[config.mk]
export PLATFORM = sky130hd
export DESIGN_NAME = cas_motion_ctl
export DESIGN_NICKNAME = d
export VERILOG_FILES = /design/src/rtl/cas_pkg.sv /design/src/rtl/cas_hist.sv /design/src/rtl/cas_seq.sv /design/src/rtl/cas_motion_ctl.sv
export SDC_FILE = /design/constraint.sdc
export NUM_CORES = 1
export LEC_CHECK = 0
export BUFFER_PORTS_ARGS = -buffer_cell sky130_fd_sc_hd__buf_2
export CAP_MARGIN = 40
export CORE_MARGIN = 10
export CORE_UTILIZATION = 40
export DETAILED_ROUTE_END_ITERATION = 6
export PLACE_DENSITY = 0.66
export REMOVE_ABC_BUFFERS = 1
export SYNTH_ARGS = -nofsm -noshare
export SYNTH_HDL_FRONTEND = slang
export SYNTH_SLANG_ARGS = --single-unit
export TNS_END_PERCENT = 1
[constraint.sdc]
create_clock -name clk -period 2.72 [get_ports clk]
set_input_delay 0.272 -clock clk [delete_from_list [all_inputs] [get_ports clk]]
set_output_delay 0.272 -clock clk [all_outputs]
set_load 0.01 [all_outputs]
[src/rtl/cas_pkg.sv]
package cas_pkg;

  typedef enum logic [2:0] {
    FN_GAPWR    = 3'd0,
    FN_WRITE    = 3'd1,
    FN_READ     = 3'd2,
    FN_FILE_REV = 3'd3,
    FN_BLK_REV  = 3'd4,
    FN_FILE_FWD = 3'd5,
    FN_BLK_FWD  = 3'd6,
    FN_REWIND   = 3'd7
  } fn_e;

  typedef enum logic [2:0] {
    MV_STEP_FWD = 3'd0,
    MV_STEP_REV = 3'd1,
    MV_WR_GAP   = 3'd2,
    MV_WR_DATA  = 3'd3,
    MV_RD_DATA  = 3'd4,
    MV_REWIND   = 3'd5,
    MV_TO_BOT   = 3'd6
  } mv_e;

  localparam int FL_W     = 6;
  localparam int FL_ERR   = 0;
  localparam int FL_CRC   = 1;
  localparam int FL_EDGE  = 2;
  localparam int FL_WLK   = 3;
  localparam int FL_EOF   = 4;
  localparam int FL_EMPTY = 5;

  typedef logic [FL_W-1:0] flags_t;

  typedef struct packed {
    logic   again;
    flags_t fl;
  } step_res_t;

  function automatic logic fn_writes(fn_e f);
    return (f == FN_GAPWR) || (f == FN_WRITE);
  endfunction

  function automatic logic fn_rev(fn_e f);
    return (f == FN_FILE_REV) || (f == FN_BLK_REV);
  endfunction

  function automatic logic fn_fwd(fn_e f);
    return !fn_rev(f) && (f != FN_REWIND);
  endfunction

  function automatic logic fn_moves(fn_e f);
    return !fn_writes(f) && (f != FN_REWIND);
  endfunction

  // history bit 1 = reverse, bit 0 = ended on gap
  function automatic logic [1:0] hist_new(fn_e f);
    return fn_moves(f) ? {fn_rev(f), 1'b0} : 2'b00;
  endfunction

  function automatic logic need_skip(logic [1:0] old_h, logic rev);
    return old_h[0] && (old_h[1] != rev);
  endfunction

  function automatic mv_e main_op(fn_e f);
    case (f)
      FN_GAPWR:               return MV_WR_GAP;
      FN_WRITE:               return MV_WR_DATA;
      FN_READ:                return MV_RD_DATA;
      FN_FILE_REV, FN_BLK_REV: return MV_STEP_REV;
      FN_FILE_FWD, FN_BLK_FWD: return MV_STEP_FWD;
      default:                return MV_REWIND;
    endcase
  endfunction

  function automatic step_res_t step_eval(fn_e f, logic gap, logic blk);
    step_res_t r;
    r = '0;
    if (blk) begin
      r.fl[FL_ERR]  = 1'b1;
      r.fl[FL_EDGE] = 1'b1;
      if (f == FN_BLK_FWD) r.fl[FL_CRC] = 1'b1;
    end else begin
      case (f)
        FN_READ, FN_BLK_REV: begin
          r.fl[FL_ERR] = gap;
          r.fl[FL_EOF] = gap;
        end
        FN_BLK_FWD: begin
          r.fl[FL_CRC] = 1'b1;
          r.fl[FL_ERR] = gap;
          r.fl[FL_EOF] = gap;
        end
        FN_FILE_REV, FN_FILE_FWD: begin
          r.fl[FL_EOF] = gap;
          r.again      = !gap;
        end
        FN_REWIND: r.fl[FL_EDGE] = 1'b1;
        default:   r.fl = '0;
      endcase
    end
    return r;
  endfunction

endpackage

[src/rtl/cas_hist.sv]
module cas_hist #(
  parameter int N_UNITS = 2,
  parameter int UW      = 1
) (
  input  logic          clk,
  input  logic          rst_n,
  input  logic          wr_en,
  input  logic [UW-1:0] wr_unit,
  input  logic [1:0]    wr_val,
  input  logic          gap_set,
  input  logic [UW-1:0] gap_unit,
  input  logic [UW-1:0] rd_unit,
  output logic [1:0]    rd_val
);

  logic [1:0] hist [N_UNITS];

  for (genvar g = 0; g < N_UNITS; g++) begin : g_unit
    always_ff @(posedge clk or negedge rst_n) begin
      if (!rst_n)
        hist[g] <= 2'b00;
      else if (wr_en && (wr_unit == UW'(g)))
        hist[g] <= wr_val;
      else if (gap_set && (gap_unit == UW'(g)))
        hist[g][0] <= 1'b1;
    end
  end

  assign rd_val = hist[rd_unit];

endmodule

[src/rtl/cas_seq.sv]
module cas_seq
  import cas_pkg::*;
#(
  parameter int UW = 1
) (
  input  logic          clk,
  input  logic          rst_n,
  input  logic          go,
  input  logic [2:0]    func,
  input  logic [UW-1:0] unit,
  input  logic          present_go,
  input  logic          wprot_go,
  input  logic          bot_cur,
  input  logic          eot_cur,
  input  logic [1:0]    hist_rd,
  output logic          hist_we,
  output logic [1:0]    hist_wval,
  output logic          hist_gap_set,
  output logic [UW-1:0] unit_q,
  output logic          mv_req,
  output mv_e           mv_op,
  input  logic          mv_done,
  input  logic          mv_gap,
  input  logic          mv_edge,
  output logic          busy,
  output logic          cmp_valid,
  output flags_t        cmp_flags
);

  typedef enum logic [2:0] {
    S_IDLE, S_BOT, W_BOT, W_RST, S_REV, W_SKIP, S_MAIN, W_MAIN
  } st_e;

  st_e        state, nxt;
  fn_e        fgo, func_q;
  logic [1:0] old_q;
  logic       supp_q, supp_set;
  logic       issue, fin;
  mv_e        op;
  flags_t     fin_flags;
  step_res_t  res;

  // named internal events
  logic go_accept, main_done;

  assign fgo       = fn_e'(func);
  assign go_accept = (state == S_IDLE) && go && present_go &&
                     !(fn_writes(fgo) && wprot_go);
  assign main_done = (state == W_MAIN) && mv_done;
  assign res       = step_eval(func_q, mv_gap, mv_edge);

  always_comb begin
    nxt       = state;
    issue     = 1'b0;
    op        = MV_STEP_FWD;
    fin       = 1'b0;
    fin_flags = '0;
    supp_set  = 1'b0;
    case (state)
      S_IDLE: if (go) begin
        if (!present_go) begin
          fin = 1'b1;
          fin_flags[FL_ERR]   = 1'b1;
          fin_flags[FL_EMPTY] = 1'b1;
        end else if (fn_writes(fgo) && wprot_go) begin
          fin = 1'b1;
          fin_flags[FL_ERR] = 1'b1;
          fin_flags[FL_WLK] = 1'b1;
        end else begin
          nxt = S_BOT;
        end
      end
      S_BOT: begin
        if (fn_moves(func_q) && fn_fwd(func_q) && bot_cur) begin
          issue = 1'b1;
          op    = MV_STEP_FWD;
          nxt   = W_BOT;
        end else begin
          nxt = S_REV;
        end
      end
      W_BOT: if (mv_done) begin
        if (mv_gap && !mv_edge) begin
          supp_set = 1'b1;
          nxt      = S_REV;
        end else begin
          issue = 1'b1;
          op    = MV_TO_BOT;
          nxt   = W_RST;
        end
      end
      W_RST: if (mv_done) nxt = S_REV;
      S_REV: begin
        if (fn_moves(func_q) && !supp_q && need_skip(old_q, fn_rev(func_q))) begin
          issue = 1'b1;
          op    = fn_rev(func_q) ? MV_STEP_REV : MV_STEP_FWD;
          nxt   = W_SKIP;
        end else begin
          nxt = S_MAIN;
        end
      end
      W_SKIP: if (mv_done) nxt = S_MAIN;
      S_MAIN: begin
        if ((fn_fwd(func_q) && eot_cur) || (fn_rev(func_q) && bot_cur)) begin
          fin = 1'b1;
          fin_flags[FL_ERR]  = 1'b1;
          fin_flags[FL_EDGE] = 1'b1;
          nxt = S_IDLE;
        end else begin
          issue = 1'b1;
          op    = main_op(func_q);
          nxt   = W_MAIN;
        end
      end
      W_MAIN: if (main_done) begin
        if (res.again) begin
          issue = 1'b1;
          op    = main_op(func_q);
        end else begin
          fin       = 1'b1;
          fin_flags = res.fl;
          nxt       = S_IDLE;
        end
      end
      default: nxt = S_IDLE;
    endcase
  end

  always_ff @(posedge clk or negedge rst_n) begin
    if (!rst_n) begin
      state     <= S_IDLE;
      func_q    <= FN_GAPWR;
      unit_q    <= '0;
      old_q     <= 2'b00;
      supp_q    <= 1'b0;
      mv_req    <= 1'b0;
      mv_op     <= MV_STEP_FWD;
      cmp_valid <= 1'b0;
      cmp_flags <= '0;
    end else begin
      state     <= nxt;
      mv_req    <= issue;
      cmp_valid <= fin;
      if (issue) mv_op <= op;
      if (fin) cmp_flags <= fin_flags;
      if (go_accept) begin
        func_q <= fgo;
        unit_q <= unit;
        old_q  <= hist_rd;
        supp_q <= 1'b0;
      end else if (supp_set) begin
        supp_q <= 1'b1;
      end
    end
  end

  assign busy         = (state != S_IDLE);
  assign hist_we      = go_accept;
  assign hist_wval    = hist_new(fgo);
  assign hist_gap_set = fin && fin_flags[FL_EOF] && (state != S_IDLE);

endmodule

[src/rtl/cas_motion_ctl.sv]
module cas_motion_ctl
  import cas_pkg::*;
#(
  parameter  int N_UNITS = 2,
  localparam int UW      = (N_UNITS > 1) ? $clog2(N_UNITS) : 1
) (
  input  logic               clk,
  input  logic               rst_n,
  input  logic               go,
  input  logic [2:0]         func,
  input  logic [UW-1:0]      unit,
  input  logic [N_UNITS-1:0] cart_present,
  input  logic [N_UNITS-1:0] write_prot,
  input  logic [N_UNITS-1:0] at_bot,
  input  logic [N_UNITS-1:0] at_eot,
  output logic               mv_req,
  output logic [2:0]         mv_op,
  output logic [UW-1:0]      mv_unit,
  input  logic               mv_done,
  input  logic               mv_gap,
  input  logic               mv_edge,
  output logic               busy,
  output logic               cmp_valid,
  output logic [5:0]         cmp_flags
);

  logic          hist_we, hist_gap_set;
  logic [1:0]    hist_wval, hist_rd;
  logic [UW-1:0] unit_q;
  mv_e           op_e;
  flags_t        flags_w;

  cas_hist #(.N_UNITS(N_UNITS), .UW(UW)) u_hist (
    .clk      (clk),
    .rst_n    (rst_n),
    .wr_en    (hist_we),
    .wr_unit  (unit),
    .wr_val   (hist_wval),
    .gap_set  (hist_gap_set),
    .gap_unit (unit_q),
    .rd_unit  (unit),
    .rd_val   (hist_rd)
  );

  cas_seq #(.UW(UW)) u_seq (
    .clk          (clk),
    .rst_n        (rst_n),
    .go           (go),
    .func         (func),
    .unit         (unit),
    .present_go   (cart_present[unit]),
    .wprot_go     (write_prot[unit]),
    .bot_cur      (at_bot[unit_q]),
    .eot_cur      (at_eot[unit_q]),
    .hist_rd      (hist_rd),
    .hist_we      (hist_we),
    .hist_wval    (hist_wval),
    .hist_gap_set (hist_gap_set),
    .unit_q       (unit_q),
    .mv_req       (mv_req),
    .mv_op        (op_e),
    .mv_done      (mv_done),
    .mv_gap       (mv_gap),
    .mv_edge      (mv_edge),
    .busy         (busy),
    .cmp_valid    (cmp_valid),
    .cmp_flags    (flags_w)
  );

  assign mv_op     = op_e;
  assign mv_unit   = unit_q;
  assign cmp_flags = flags_w;

endmodule

Word-level counts from Yosys, hierarchy flattened
Cells that the tools add are included.
{ "word_totals": {"word_cells": 171, "ff_bits": 25, "input_bits": 18} }
{ "classes": {"n_lt_le_gt_ge": 3, "n_bitwise": 3, "n_reduce_logical": 47, "n_mux": 77, "eq_ne": 28} }
{ "ops": {"columns": ["cell", "count"], "rows": [
  ["2-to-1 mux 3 bit", 18],
  ["2-to-1 mux 1 bit", 42],
  ["== test 3 bit, second input constant", 9],
  ["case mux 3 bit (8 select lines)", 1],
  ["logical AND 1 bit", 22],
  ["== test 3 x 2 -> 1 bit, second input constant", 5],
  ["case mux 3 bit (5 select lines)", 1],
  ["2-to-1 mux 6 bit", 2],
  ["inequality test 2 bit, second input constant", 6],
  ["case mux 3 bit (4 select lines)", 1],
  ["2-to-1 mux 2 bit", 5],
  ["== test 3 x 1 -> 1 bit, second input constant", 3],
  ["logical NOT 3 bit", 3],
  ["AND reduction 8 bit", 1],
  ["logical NOT 1 bit", 7],
  ["inequality test 3 bit, second input constant", 2],
  ["case mux 1 bit (2 select lines)", 3],
  ["case mux 1 bit (3 select lines)", 2],
  ["nonzero test 2 bit", 3],
  ["OR reduction 2 bit", 3],
  ["logical OR 1 bit", 5],
  ["case mux 1 bit (5 select lines)", 1],
  ["OR reduction 5 bit", 1],
  ["< comparator 1 x 2 -> 1 bit, second input constant", 2],
  ["other kinds (8)", 10]
]} }

Logic depth before layout (Yosys ltp)
{ "logic_depth": {"depth_word": 13, "depth_mapped": 8, "ltp_nobuf": 6} }

Cells and area by module
From an unflattened synthesis, not the netlist that was laid out.
{ "hier_totals": {"cells_unflattened": 167, "hier_area_um2": 1566.5} }
{ "by_module_without_submodules": {"columns": ["mod", "area_per_inst_um2", "instances", "cells_each"], "rows": [
  ["cas_seq", 1322.5, 1, 148],
  ["cas_hist", 198.9, 1, 15],
  ["cas_motion_ctl", 45.0, 1, 4]
]} }

Least setup slack after synthesis
No wires, ideal clock.
{ "synth_path": {"path_type": "flip-flop to flip-flop", "startpoint": "register u_seq.unit_q", "endpoint": "register u_seq.mv_op[0]", "required_time_ns": 2.594, "path_buffers": 0, "synth_period_minus_slack_ns": 1.787, "setup_time_ns": 0.126, "setup_slack_ns": 0.933, "path_stages_with_launch": 7, "arrival_ns": 1.661, "path_cell_list": "dfrtp_1 -> mux2i_1 -> a21oi_1 -> nor3_2 -> nor2_2 -> o311a_1 -> a311o_1"} }
{ "synth_via": {"elab_chain_cells": 6} }
{ "synth_lines": {"columns": ["item", "line_no", "rtl"], "rows": [
  ["start, declared", "cas_seq.sv:19", "output logic [UW-1:0] unit_q,"],
  ["start signal, assigned", "cas_seq.sv:148", "unit_q <= unit;"],
  ["2-to-1 mux 1 bit (on tied branches) (2 in a row)", "cas_motion_ctl.sv:54, cas_motion_ctl.sv:53", null],
  ["logical AND 1 bit", "cas_seq.sv:104", "if ((fn_fwd(func_q) && eot_cur) || (fn_rev(func_q) && bot_cur)) begin"],
  ["logical OR 1 bit", "cas_seq.sv:104", null],
  ["2-to-1 mux 1 bit or 2-to-1 mux 3 bit (tied branches)", "cas_seq.sv:104", null],
  ["case mux 1 bit (5 select lines) or case mux 3 bit (4 select lines) (tied branches)", "cas_seq.sv:59", "case (state)"],
  ["end signal, assigned", "cas_seq.sv:144", "if (issue) mv_op <= op;"],
  ["end, declared", "cas_seq.sv:21", "output mv_e mv_op,"]
]} }
Several ways; a longest one is shown, not always the timed one. The select of a mux whose other input is x is not followed.
A chain may end at the register's enable or synchronous reset.

Worst setup path after layout
{ "layout_path": {"startpoint": "register u_seq.func_q[0]", "endpoint": "register u_seq.mv_op[1]"} }
{ "layout_via": {"elab_chain_cells": 8} }
{ "layout_lines": {"columns": ["item", "line_no", "rtl"], "rows": [
  ["start, declared", "cas_seq.sv:35", "fn_e fgo, func_q;"],
  ["start signal, assigned", "cas_seq.sv:147", "func_q <= fgo;"],
  ["branches (longest 8 deep; another with case mux 3 bit (5 select lines))", null, null]
]} }
Several ways; the timed one is not identified.

==> qor.csv <==
metric,value,unit
min-delay-start,func[0],
grt_max_degree,26,
num-fill-cells,369,
synth_seq_cells,25,
placed_cell_area,0.001684,mm2
cap_violations,0,
rows,22,
fmax,482.5,MHz
htree_levels,1,
grt_pass1_vias,1298,
startpoint_type,flip-flop,
vias,1362,
path_clk_slew,0.10,ns
setup_slack,0.6475,ns
initial_core_util,41.15,%
ioPinCount,31,
tns,0,ns
worstSetupPathType,reg2reg,
path_max_fanout,18,
coreArea,0.003661,mm2
finalInstanceArea,0.001744,mm2
cts_resized,0,
die_area,0.006621,mm2
drive_gt1_share,24.62,%
synthDistinctLibCells,41,
cp-end-kind,flip-flop,
first_pass_iters,4,
synthArstFlopShare,100.0,%
cts_buffers,3,
min_path_type,in2reg,
clock-root-buffer,clkbuf_8,
routabilityCongestion,0.9059,
grt_pass1_wl,6237,um
synthCells,169,
area.growth.synth_to_final,15.78,%
finalSetupViolCount,0,
synth_ff_type,dfrtp_1,
synth-edff-count,0,
yosysWarnings,0,
clockBufferDepth,2,
ys_seq_area_share,41.53,%
max-slew-margin-rel,54.82,%
numPlacedInstances,242,
antenna_found_initial,0,
r2r-start,u_seq.func_q[0],
multi_input_area,788.3,um2
startpoint,u_seq.func_q[0],
crit_arrival,2.24,ns
die_h,81.37,um
fin_cells,247,
leakagePower,0.8237,nW
clock_latency,0.28,ns
wire_per_inst,15.15,um
hold_viol_final,0,
diodes,0,
cts_sinks,25,
ant_nets,0,
min_period,2.072,ns
dp_slack,0.6980,ns
drtIter0Drc,123,
dpl.hpwl,2896,um
cts_tree,yes,
tightest_slew,0.6716,ns
vias_per_cell,5.514,
regArea,625.6,um2
grt_overflow_total,0,
rsz0062_at_grt,no,
required,2.89,ns
finalClockSkew,0.005385,ns
post-route-period-util,76.19,%
grtUsageTotal,11.78,%
drc_errors,0,
status,finished clean,
wirelength,3743,um
drv_slew,0,
postCtsSetupBuffers,0,
vdd_ir_drop_max,0.4113,mV
syn_area_per_cell,8.914,um2
port_buffers,30,
die_x,81.37,um
power.density,1074,mW/mm2
fin_total_pwr,1.873,mW
syn_area,0.001506,mm2
layout.nets,218,
per-stage QoR:
step                util [%]  hold slack, ns
detailed placement     46.00          0.3015
floorplan                  -        -0.02359
CTS                    47.64          0.2517
global placement       46.00          0.3036
global route           47.64          0.2551
finish                 47.64          0.2659
per-layer routing:
| metal | routed length [um] | global-route usage, % |
|---|---|---|
| met1 | 1783 | 14.62 |
| met2 | 1665 | 19.27 |
| met3 | 267 | 4.305 |
| met4 | 27 | 2.076 |
| met5 | 0 | 0 |
synth_stat cells (4+ instances only):
cell | number | share of area (%)
mux2i_1 | 5 | 3.3
inv_1 | 8 | 2.0
o21ai_0 | 8 | 2.7
nand2_1 | 18 | 4.5
a21oi_1 | 14 | 4.7
nand4_1 | 4 | 1.7
mux2_2 | 5 | 3.7
nand3_1 | 5 | 1.7
nand2b_1 | 4 | 1.7
dfrtp_1 | 25 | 42
nor3_1 | 4 | 1.3
buf_4 | 5 | 2.5
nor2_1 | 17 | 4.2
registers in the layout, indices dropped and copies added (netlist names):
signal / count
u_hist.hist: 4
u_seq.cmp_flags: 6
u_seq.cmp_valid: 1
u_seq.func_q: 3
u_seq.mv_op: 3
u_seq.mv_req: 1
u_seq.old_q: 2
u_seq.state: 3
u_seq.supp_q: 1
u_seq.unit_q: 1
path summary, 6_finish.rpt:
kind	to	slack, ns	cells after the start
max in group asynchronous	u_hist.hist[0]	1.85	2
max	u_seq.mv_op[1]	0.65	6
min in group asynchronous	u_seq.cmp_flags[2]	0.51	2
max reg2reg	u_seq.mv_op[1]	0.65	6
min	u_seq.func_q[0]	0.27	2
min reg2reg	u_seq.mv_op[2]	0.50	1
layout make-up:
type / count / share of cell area [%]
tap: 48 / 3.443
clock inverter: 1 / 0.5022
sequential: 25 / 35.87
timing repair buffer: 35 / 10.90
clock buffer: 3 / 2.367
multi-input combinational: 127 / 45.19
inverter: 8 / 1.722
critical path, stage by stage (launching register included):
cell,delay (ns)
dfrtp_1,0.68
nand2b_1,0.20
a21oi_1,0.10
nor3_2,0.37
nor2_2,0.09
o311a_1,0.16
a221o_1,0.36
timing repair:
item,in CTS,in global routing
endpoints found under the hold margin,25,0
hold buffers,1,0
setup endpoints to repair,0,0
where the power goes:
part | internal [mW] | total, mW | leakage (nW) | switching (mW)
Sequential | 0.535 | 0.728 | 0.314 | 0.192
Combinational | 0.418 | 0.905 | 0.484 | 0.487
Clock | 0.108 | 0.241 | 0.0261 | 0.133
cell families (layout without fill, tap and decap cells):
logic type / after synthesis / in the layout / share of synthesized area (%)
simple gates: 71 / 71 / 24.33
mux: 10 / 10 / 7.060
buf+inv: 17 / 47 / 6.146
flops: 25 / 25 / 41.53
xor+xnor: 3 / 3 / 1.745
compound gates: 43 / 43 / 19.19
cells in the final DEF, fill, tap and decap left out, drive strengths merged, types with 2 or more instances in the layout:
cell and instances:
buf 34, dfrtp 25, nand2 18, nor2 18, a21oi 14, inv 9
o21ai 8, mux2i 5, mux2 5, nand3 5, nor3 5, nand2b 4
nand4 4, o31ai 3, a211o 3, nand3b 3, nor2b 3, nor4 3
clkbuf 3, o22ai 2, xor2 2, nor3b 2, a31o 2, a311oi 2
o211ai 2, and3 2, a221o 2
(Power assumes the default switching activity.)
